File: config.mk
export PLATFORM = sky130hd
export DESIGN_NAME = tmr_counter16
export DESIGN_NICKNAME = d
export VERILOG_FILES = /design/src/rtl/tmr_pkg.sv /design/src/rtl/tmr_ext_sync.sv /design/src/rtl/tmr_prescaler.sv /design/src/rtl/tmr_count.sv /design/src/rtl/tmr_counter16.sv
export SDC_FILE = /design/constraint.sdc
export NUM_CORES = 1
export LEC_CHECK = 0
export ABC_AREA = 1
export CORE_MARGIN = 4
export CORE_UTILIZATION = 63
export DETAILED_ROUTE_END_ITERATION = 8
export MAX_ROUTING_LAYER = met4
export PLACE_DENSITY_LB_ADDON = 0.25
export SYNTH_ARGS = -nofsm -noshare
export SYNTH_HDL_FRONTEND = slang
export SYNTH_SLANG_ARGS = --single-unit
export TNS_END_PERCENT = 1
File: constraint.sdc
create_clock -name clk_i -period 3.5 [get_ports clk_i]
set_input_delay 0.525 -clock clk_i [delete_from_list [all_inputs] [get_ports clk_i]]
set_output_delay 0.525 -clock clk_i [all_outputs]
set_load 0.02 [all_outputs]
File: src/rtl/tmr_pkg.sv
package tmr_pkg;
  localparam int unsigned PS_W = 3;

  typedef enum logic [1:0] {
    CS_OFF = 2'b00,
    CS_BUS = 2'b01,
    CS_FIX = 2'b10,
    CS_EXT = 2'b11
  } clk_sel_e;

  typedef enum logic [1:0] {
    A_CTRL   = 2'd0,
    A_CNT_HI = 2'd1,
    A_CNT_LO = 2'd2,
    A_NONE   = 2'd3
  } reg_addr_e;
endpackage

File: src/rtl/tmr_ext_sync.sv
module tmr_ext_sync #(
  parameter int unsigned SYNC_STAGES = 2
) (
  input  logic clk_i,
  input  logic rst_ni,
  input  logic pin_i,
  output logic rise_o
);
  logic [SYNC_STAGES-1:0] sync_q;
  logic                   prev_q;

  generate
    for (genvar i = 0; i < SYNC_STAGES; i++) begin : g_sync
      always_ff @(posedge clk_i or negedge rst_ni) begin
        if (!rst_ni) sync_q[i] <= 1'b0;
        else         sync_q[i] <= (i == 0) ? pin_i : sync_q[(i == 0) ? 0 : i-1];
      end
    end
  endgenerate

  always_ff @(posedge clk_i or negedge rst_ni) begin
    if (!rst_ni) prev_q <= 1'b0;
    else         prev_q <= sync_q[SYNC_STAGES-1];
  end

  assign rise_o = sync_q[SYNC_STAGES-1] & ~prev_q;

  AST_EXT_PULSE: assert property (@(posedge clk_i) disable iff (!rst_ni)
    rise_o |=> !rise_o);
endmodule

File: src/rtl/tmr_prescaler.sv
module tmr_prescaler #(
  parameter int unsigned PS_W = 3
) (
  input  logic            clk_i,
  input  logic            rst_ni,
  input  logic            en_i,
  input  logic            clr_i,
  input  logic [PS_W-1:0] ps_i,
  output logic            tick_o
);
  localparam int unsigned DIV_W = (1 << PS_W) - 1;

  logic [DIV_W-1:0] pcnt_q;
  logic [DIV_W-1:0] lim;
  logic             at_lim;

  assign lim    = ~({DIV_W{1'b1}} << ps_i);
  assign at_lim = (pcnt_q == lim);
  assign tick_o = en_i & at_lim & ~clr_i;

  always_ff @(posedge clk_i or negedge rst_ni) begin
    if (!rst_ni)    pcnt_q <= '0;
    else if (clr_i) pcnt_q <= '0;
    else if (en_i)  pcnt_q <= at_lim ? '0 : pcnt_q + 1'b1;
  end

  AST_PRESC_BOUND: assert property (@(posedge clk_i) disable iff (!rst_ni)
    pcnt_q <= lim);
  AST_PRESC_CLR: assert property (@(posedge clk_i) disable iff (!rst_ni)
    clr_i |=> pcnt_q == '0);
endmodule

File: src/rtl/tmr_count.sv
module tmr_count #(
  parameter int unsigned W = 16
) (
  input  logic         clk_i,
  input  logic         rst_ni,
  input  logic         clr_i,
  input  logic         inc_i,
  output logic [W-1:0] cnt_o
);
  always_ff @(posedge clk_i or negedge rst_ni) begin
    if (!rst_ni)    cnt_o <= '0;
    else if (clr_i) cnt_o <= '0;
    else if (inc_i) cnt_o <= cnt_o + 1'b1;
  end

  AST_CNT_CLR: assert property (@(posedge clk_i) disable iff (!rst_ni)
    clr_i |=> cnt_o == '0);
  AST_CNT_STEP: assert property (@(posedge clk_i) disable iff (!rst_ni)
    !clr_i |=> (cnt_o == $past(cnt_o)) || (cnt_o == $past(cnt_o) + W'(1)));
endmodule

File: src/rtl/tmr_counter16.sv
module tmr_counter16
  import tmr_pkg::*;
(
  input  logic       clk_i,
  input  logic       rst_ni,
  input  logic       fix_en_i,
  input  logic       ext_clk_i,
  input  logic [1:0] addr_i,
  input  logic       rd_i,
  input  logic       wr_i,
  input  logic [7:0] wdata_i,
  output logic [7:0] rdata_o
);
  localparam int unsigned CNT_W  = 16;
  localparam int unsigned BYTE_W = CNT_W / 2;
  localparam int unsigned CTL_W  = 2 + PS_W;

  clk_sel_e        cs_q;
  logic [PS_W-1:0] ps_q;
  logic            ext_rise, src_en, tick;
  logic [CNT_W-1:0] cnt, buf_q;
  logic            lat_q, first_hi_q;
  logic            ctrl_wr, hi_wr, lo_wr, any_wr, sel_chg;
  logic            rd_hi, rd_lo;
  logic [7:0]      rdata_q;

  assign ctrl_wr = wr_i && (addr_i == A_CTRL);
  assign hi_wr   = wr_i && (addr_i == A_CNT_HI);
  assign lo_wr   = wr_i && (addr_i == A_CNT_LO);
  assign any_wr  = ctrl_wr | hi_wr | lo_wr;
  assign sel_chg = ctrl_wr && (wdata_i[CTL_W-1:0] != {cs_q, ps_q});
  assign rd_hi   = rd_i && (addr_i == A_CNT_HI);
  assign rd_lo   = rd_i && (addr_i == A_CNT_LO);

  always_ff @(posedge clk_i or negedge rst_ni) begin
    if (!rst_ni) begin
      cs_q <= CS_OFF;
      ps_q <= '0;
    end else if (ctrl_wr) begin
      cs_q <= clk_sel_e'(wdata_i[CTL_W-1:PS_W]);
      ps_q <= wdata_i[PS_W-1:0];
    end
  end

  tmr_ext_sync #(.SYNC_STAGES(2)) i_ext_sync (
    .clk_i (clk_i),
    .rst_ni(rst_ni),
    .pin_i (ext_clk_i),
    .rise_o(ext_rise)
  );

  always_comb begin
    unique case (cs_q)
      CS_BUS:  src_en = 1'b1;
      CS_FIX:  src_en = fix_en_i;
      CS_EXT:  src_en = ext_rise;
      default: src_en = 1'b0;
    endcase
  end

  tmr_prescaler #(.PS_W(PS_W)) i_prescaler (
    .clk_i (clk_i),
    .rst_ni(rst_ni),
    .en_i  (src_en),
    .clr_i (hi_wr | sel_chg),
    .ps_i  (ps_q),
    .tick_o(tick)
  );

  tmr_count #(.W(CNT_W)) i_count (
    .clk_i (clk_i),
    .rst_ni(rst_ni),
    .clr_i (hi_wr),
    .inc_i (tick),
    .cnt_o (cnt)
  );

  // read path with coherency buffer
  always_ff @(posedge clk_i or negedge rst_ni) begin
    if (!rst_ni) begin
      rdata_q    <= '0;
      buf_q      <= '0;
      lat_q      <= 1'b0;
      first_hi_q <= 1'b0;
    end else if (any_wr) begin
      lat_q <= 1'b0;
    end else if (rd_hi || rd_lo) begin
      if (!lat_q) begin
        buf_q      <= cnt;
        lat_q      <= 1'b1;
        first_hi_q <= rd_hi;
        rdata_q    <= rd_hi ? cnt[CNT_W-1:BYTE_W] : cnt[BYTE_W-1:0];
      end else begin
        rdata_q <= rd_hi ? buf_q[CNT_W-1:BYTE_W] : buf_q[BYTE_W-1:0];
        if (rd_hi != first_hi_q) lat_q <= 1'b0;
      end
    end else if (rd_i) begin
      rdata_q <= (addr_i == A_CTRL) ? 8'({cs_q, ps_q}) : 8'h00;
    end
  end

  assign rdata_o = rdata_q;

  AST_LATCH_IDLE_WR: assert property (@(posedge clk_i) disable iff (!rst_ni)
    any_wr |=> !lat_q);
  AST_RD_CAPTURE: assert property (@(posedge clk_i) disable iff (!rst_ni)
    ((rd_hi || rd_lo) && !lat_q) |=> lat_q && (buf_q == $past(cnt)));
  AST_BUF_HOLD: assert property (@(posedge clk_i) disable iff (!rst_ni)
    lat_q |=> $stable(buf_q));
  AST_OFF_HOLD: assert property (@(posedge clk_i) disable iff (!rst_ni)
    (cs_q == CS_OFF && !hi_wr) |=> $stable(cnt));
  AST_NO_RD_WR: assert property (@(posedge clk_i) disable iff (!rst_ni)
    !(rd_i && wr_i));
endmodule

Word-level counts from Yosys, hierarchy flattened. Cells that the tools add are included.

Output and inout bits: 8. Word-level logic and storage cells: 63. Bits in registers: 57. Input bits: 16.

Add/sub/neg operators: 2. Reduce and logical (&&, ||, !) cells: 14. Muxes and demuxes: 16. Shift operators: 1. Equality and inequality tests: 8. Bitwise logic cells: 11.

Operators with widths (number): $mux 8 (5); $mux 16 (2); $mux 7 (3); $add 16x1->16 const B (1); $reduce_bool 2->1 (4); $add 7x1->7 const B (1); $eq 7x7->1 (1); $not 7->7 (1); $shl 7x3->7 const A (1); $eq 2x2->1 const B (3); $logic_and 1x1->1 (6); $mux 5 (1); $ne 5x5->1 (1); $eq 2x1->1 const B (2); $mux 1 (4); $not 1->1 (4); $and 1x1->1 (3); $or 1x1->1 (3); $pmux 1 s3 (1); $reduce_and 3->1 (1); $logic_not 2->1 (1); $reduce_and 2->1 (1); $logic_or 1x1->1 (1); $ne 1x1->1 (1).

Logic depth before layout (Yosys ltp).
Depth in word-level cells: 8. Depth in mapped cells: 13.

Cells and area by module. A second synthesis with hierarchy kept.

Cells, all modules: 452. Area, all modules: 3279.4 µm².

By module, submodules not included: tmr_counter16 (seq. area each 775.7 µm², area each 1706.6 µm², cells each 235, times used 1); tmr_count (seq. area each 400.4 µm², area each 923.4 µm², cells each 129, times used 1); tmr_prescaler (seq. area each 175.2 µm², area each 564.3 µm², cells each 83, times used 1); tmr_ext_sync (seq. area each 75.1 µm², area each 85.1 µm², cells each 5, times used 1).

Least setup slack after synthesis. No wires, ideal clock.

Kind: input to register. Start point: input port addr_i[1]. End point: register i_count.cnt_o[10]. Path slack: 1.862 ns. Buffers on the path: 1. Stages on the path: 10. Data required time: 3.435 ns. Setup time: 0.065 ns. Arrival time: 1.572 ns. Cell sequence: nor2_1 -> inv_2 -> nor2_1 -> nand2_1 -> nand2_2 -> inv_2 -> nand2_4 -> buf_6 -> nand3_2 -> nand2_1.

Word-level cells in the longest chain between the ends: 7. Elaborated cells on any way between the ends: 10. Those cells by class: 1 x eq/ne; 1 x mux; 3 x bitwise; 5 x reduce/logical.

Ends and longest elaborated chain: from (decl) (RTL line tmr_counter16.sv:8) `input logic [1:0] addr_i,`; $logic_not 2->1 (RTL line tmr_counter16.sv:27) `assign ctrl_wr = wr_i && (addr_i == A_CTRL);`; $logic_and 1x1->1 (RTL line tmr_counter16.sv:27); $logic_and 1x1->1 (RTL line tmr_counter16.sv:31) `assign sel_chg = ctrl_wr && (wdata_i[CTL_W-1:0] != {cs_q, ps_q});`; $or 1x1->1 (RTL line tmr_counter16.sv:65) `.clr_i (hi_wr | sel_chg),`; $not 1->1 (RTL line tmr_prescaler.sv:19) `assign tick_o = en_i & at_lim & ~clr_i;`; $and 1x1->1 (RTL line tmr_prescaler.sv:19); $reduce_bool 2->1 (no line); to (signal assigned) (RTL line tmr_count.sv:13) `else if (inc_i) cnt_o <= cnt_o + 1'b1;`; to (decl) (RTL line tmr_count.sv:8) `output logic [W-1:0] cnt_o`.

Parallel ways exist; a longest one is shown, timed or not. A chain may end at the register's enable or synchronous reset.

Worst setup path in the final report.
Start point: input port addr_i[1]. End point: register i_count.cnt_o[3].

Same word-level chain as after synthesis.

==> flow_metrics.env <==
export IMPL_final_cell_mix="135 x nand2_1, 57 x dfrtp_1, 42 x nand3_1"
export IMPL_fmax_mhz=457
export IMPL_diodes=0
export IMPL_synth_edf_count=0
export IMPL_vias=3028
export IMPL_antenna_found_initial=0
export IMPL_syn_avg_cell_area_sq_um=7.32
export IMPL_total_power_mw=1.87
export IMPL_grt_usage=0.270
export IMPL_cts_sinks=57
export IMPL_worst_slew_pin_slew_ns=0.556
export IMPL_synthAdderAreaFrac=0.00757
export IMPL_synthTopCellsByArea="dfrtp_1 43%, nand2_1 15%, nand3_1 6.4%"
export IMPL_die_area_sq_um=6470
export IMPL_register_area_sq_um=1430
export IMPL_clock_latency_ns=0.34
export IMPL_ctsHoldBuffers=0
export IMPL_routed_via_density=5.54
export IMPL_finalCritPeriodShare=0.625
export IMPL_finalHoldViolations=0
export IMPL_wl_per_cell_microns=13.7
export IMPL_cts_setup_buffers=0
export IMPL_muxShareOfSynthArea=0.00341
export IMPL_drive_above_1_share=0.111
export IMPL_cts_tree="built"
export IMPL_layout_commonest_cell="nand2_1"
export IMPL_core_region_area_sq_um=5110
export IMPL_design_area_sq_um=3780
export IMPL_yosysSeqAreaShare=0.431
export IMPL_ios=24
export IMPL_multi_input_area_sq_um=1620
export IMPL_r2r_setup_slack_ns=1.60
export IMPL_synth_seq_cells=57
export IMPL_cp_arrival_ns=2.46
export IMPL_cellPowerDensity_nw_per_um2=495
export IMPL_drt_iter0_markers=240
export IMPL_final_fill_count=399
export IMPL_cts_root_buf="clkbuf_8"
export IMPL_stdcell_count=547
export IMPL_fin_skew_ns=0.0122
export IMPL_cp_end_kind="register"
export IMPL_cp_max_fo=16
export IMPL_placedCellCount=532
export IMPL_cp_start_kind="input pin"
export IMPL_syn_nets=470
export IMPL_outcome="finished, final reports clean"
export IMPL_drv_slew=0
export IMPL_initial_utilization=0.647
export IMPL_synth_warnings=0
export IMPL_r2r_start="ps_q[2]"
export IMPL_synth_cell_types=30
export IMPL_async_flop_share=1.00
export IMPL_ir_drop_mv=0.316
export IMPL_setup_viol=0
export IMPL_netlist_instances=452
export IMPL_netlist_area_sq_um=3310
export IMPL_drv_cap=0
export IMPL_cts_inserted_buffers=9
export IMPL_critical_path_class="input pin to register"
export IMPL_post_dp_hpwl_mm=5.32
export IMPL_rows=26
export IMPL_fin_crit_ns=2.19
export IMPL_synth_simple_area_share=0.346
export IMPL_reg2reg_depth=8
export IMPL_cp_required_ns=3.78
export IMPL_firstDrtPassIters=5
export IMPL_synth_top_area_share=0.431
export IMPL_routabilityCongestion=0.884
export IMPL_place_port_buffers=20
export IMPL_cts_max_path_buffers=2
export IMPL_ant_nets=0
export IMPL_synth_top_family_by_area="simple AND/OR/NAND/NOR gates"
export IMPL_cts_resized_gates=0
export IMPL_routed_wl_mm=7.47
export IMPL_overflow=0
export IMPL_synth_flop_cell="dfrtp_1"
export IMPL_synth_largest_area_cell="dfrtp_1"
export IMPL_synth_compound_area_frac=0.0988
export IMPL_chipWidth_microns=80.5
export IMPL_grt_pass1_vias=2843
export IMPL_leakagePower_nw=1.80
export IMPL_synth_xor_area_frac=0.0344
export IMPL_die_h_microns=80.5
export IMPL_num_nets_final=491
export IMPL_maxSlewHeadroom=0.630
export IMPL_grt_first_pass_wirelength_mm=13.0
export IMPL_area_growth_pct=14.2
export IMPL_grt_setup_unrepaired="no"
export IMPL_placed_area_sq_um=3550
export IMPL_grt_max_degree=35
export IMPL_finalSetupTns_ns=0
export IMPL_drc=0
export IMPL_cts_clk_slew_worst_paths_ns=0.06
export IMPL_r2r_end="i_count.cnt_o[10]"
export IMPL_cts_max_level=3
export IMPL_min_path_type="input pin to async pin"
[power by group]
part	leakage (nW)	switching [mW]	internal (mW)
logic	0.922	0.234	0.139
registers	0.764	0.0786	0.713
clock network	0.116	0.250	0.456
[stage by stage]
stage          setup slack [ns]   util  hold WS [ns]
3_3_place_gp               1.04  0.695         0.338
5_1_grt                    1.13  0.740         0.206
2_1_floorplan              1.86      -         0.229
4_1_cts                    1.34  0.740         0.181
6_report                   1.31  0.740         0.172
3_5_place_dp              0.999  0.695         0.342
[synthesized netlist by cell type (2+ instances only)]
cell type  instances
xor2_1            11
buf_2              3
nand4_1            7
dfrtp_1           57
nand2_2            2
a21oi_1           14
inv_1             37
nor2_4             3
o21ai_0           17
o21ai_1           26
nand3_2           11
xnor2_1            2
inv_2             13
o22ai_1            3
nor2_1            40
nand2_1          135
nand3_1           42
buf_4              2
o21bai_1           2
or2_2              2
ha_1               2
nor3_1             6
clkbuf_1           8
[cells by family (layout without fill, tap and decap cells)]
logic type | count (synthesis) | in the layout
adders and majority gates | 2 | 2
xor gates and xnor gates | 13 | 13
buffers and inverters | 64 | 89
muxes | 1 | 1
DFF | 57 | 57
AOI/OAI and AO/OA | 63 | 63
and+or+nand+nor | 252 | 252
[metal layers]
metal	vias to the layer above	track usage	wire length, microns
met5	-	-	0
met4	0	0.0946	103
met3	13	0.0717	490
met2	98	0.401	3470
met1	1417	0.359	3410
li1	1500	-	-
[critical path: stages]
cell	delay (ns)
clkdlybuf4s50_1	0.47
nor2_1	0.35
inv_2	0.11
nor2_1	0.11
buf_4	0.17
nand2_1	0.08
nand2_2	0.12
inv_2	0.10
nand2_4	0.22
nand3_1	0.12
nand2_1	0.08
[flip-flops by register name, summed over array words and instances, names as in the netlist]
name                count
buf_q                  16
i_count.cnt_o          16
rdata_o                 8
i_prescaler.pcnt_q      7
ps_q                    3
cs_q                    2
i_ext_sync.sync_q       2
first_hi_q              1
i_ext_sync.prev_q       1
lat_q                   1
[layout make-up]
| cell class | instances | share of cell area |
|---|---|---|
| timing repair buffer | 24 | 0.0596 |
| clock buffer | 13 | 0.0447 |
| clock inverter | 2 | 0.0159 |
| inverter | 50 | 0.0497 |
| multi-input combinational | 331 | 0.429 |
| sequential | 57 | 0.378 |
| tap | 70 | 0.0232 |
[worst max path at each step]
| stage | slack, ns | start | depth (start not counted) | end |
|---|---|---|---|---|
| 3_5_place_dp | 1.0 | addr_i[1] | 11 | i_count.cnt_o[3] |
| 2_1_floorplan | 1.86 | addr_i[1] | 10 | i_count.cnt_o[10] |
| 3_3_place_gp | 1.04 | addr_i[1] | 11 | i_count.cnt_o[4] |
| 5_1_grt | 1.13 | addr_i[1] | 11 | i_count.cnt_o[3] |
| 6_report | 1.31 | addr_i[1] | 11 | i_count.cnt_o[3] |
| 4_1_cts | 1.34 | addr_i[1] | 11 | i_count.cnt_o[3] |
Note: power is estimated with default switching activity, not from simulation.
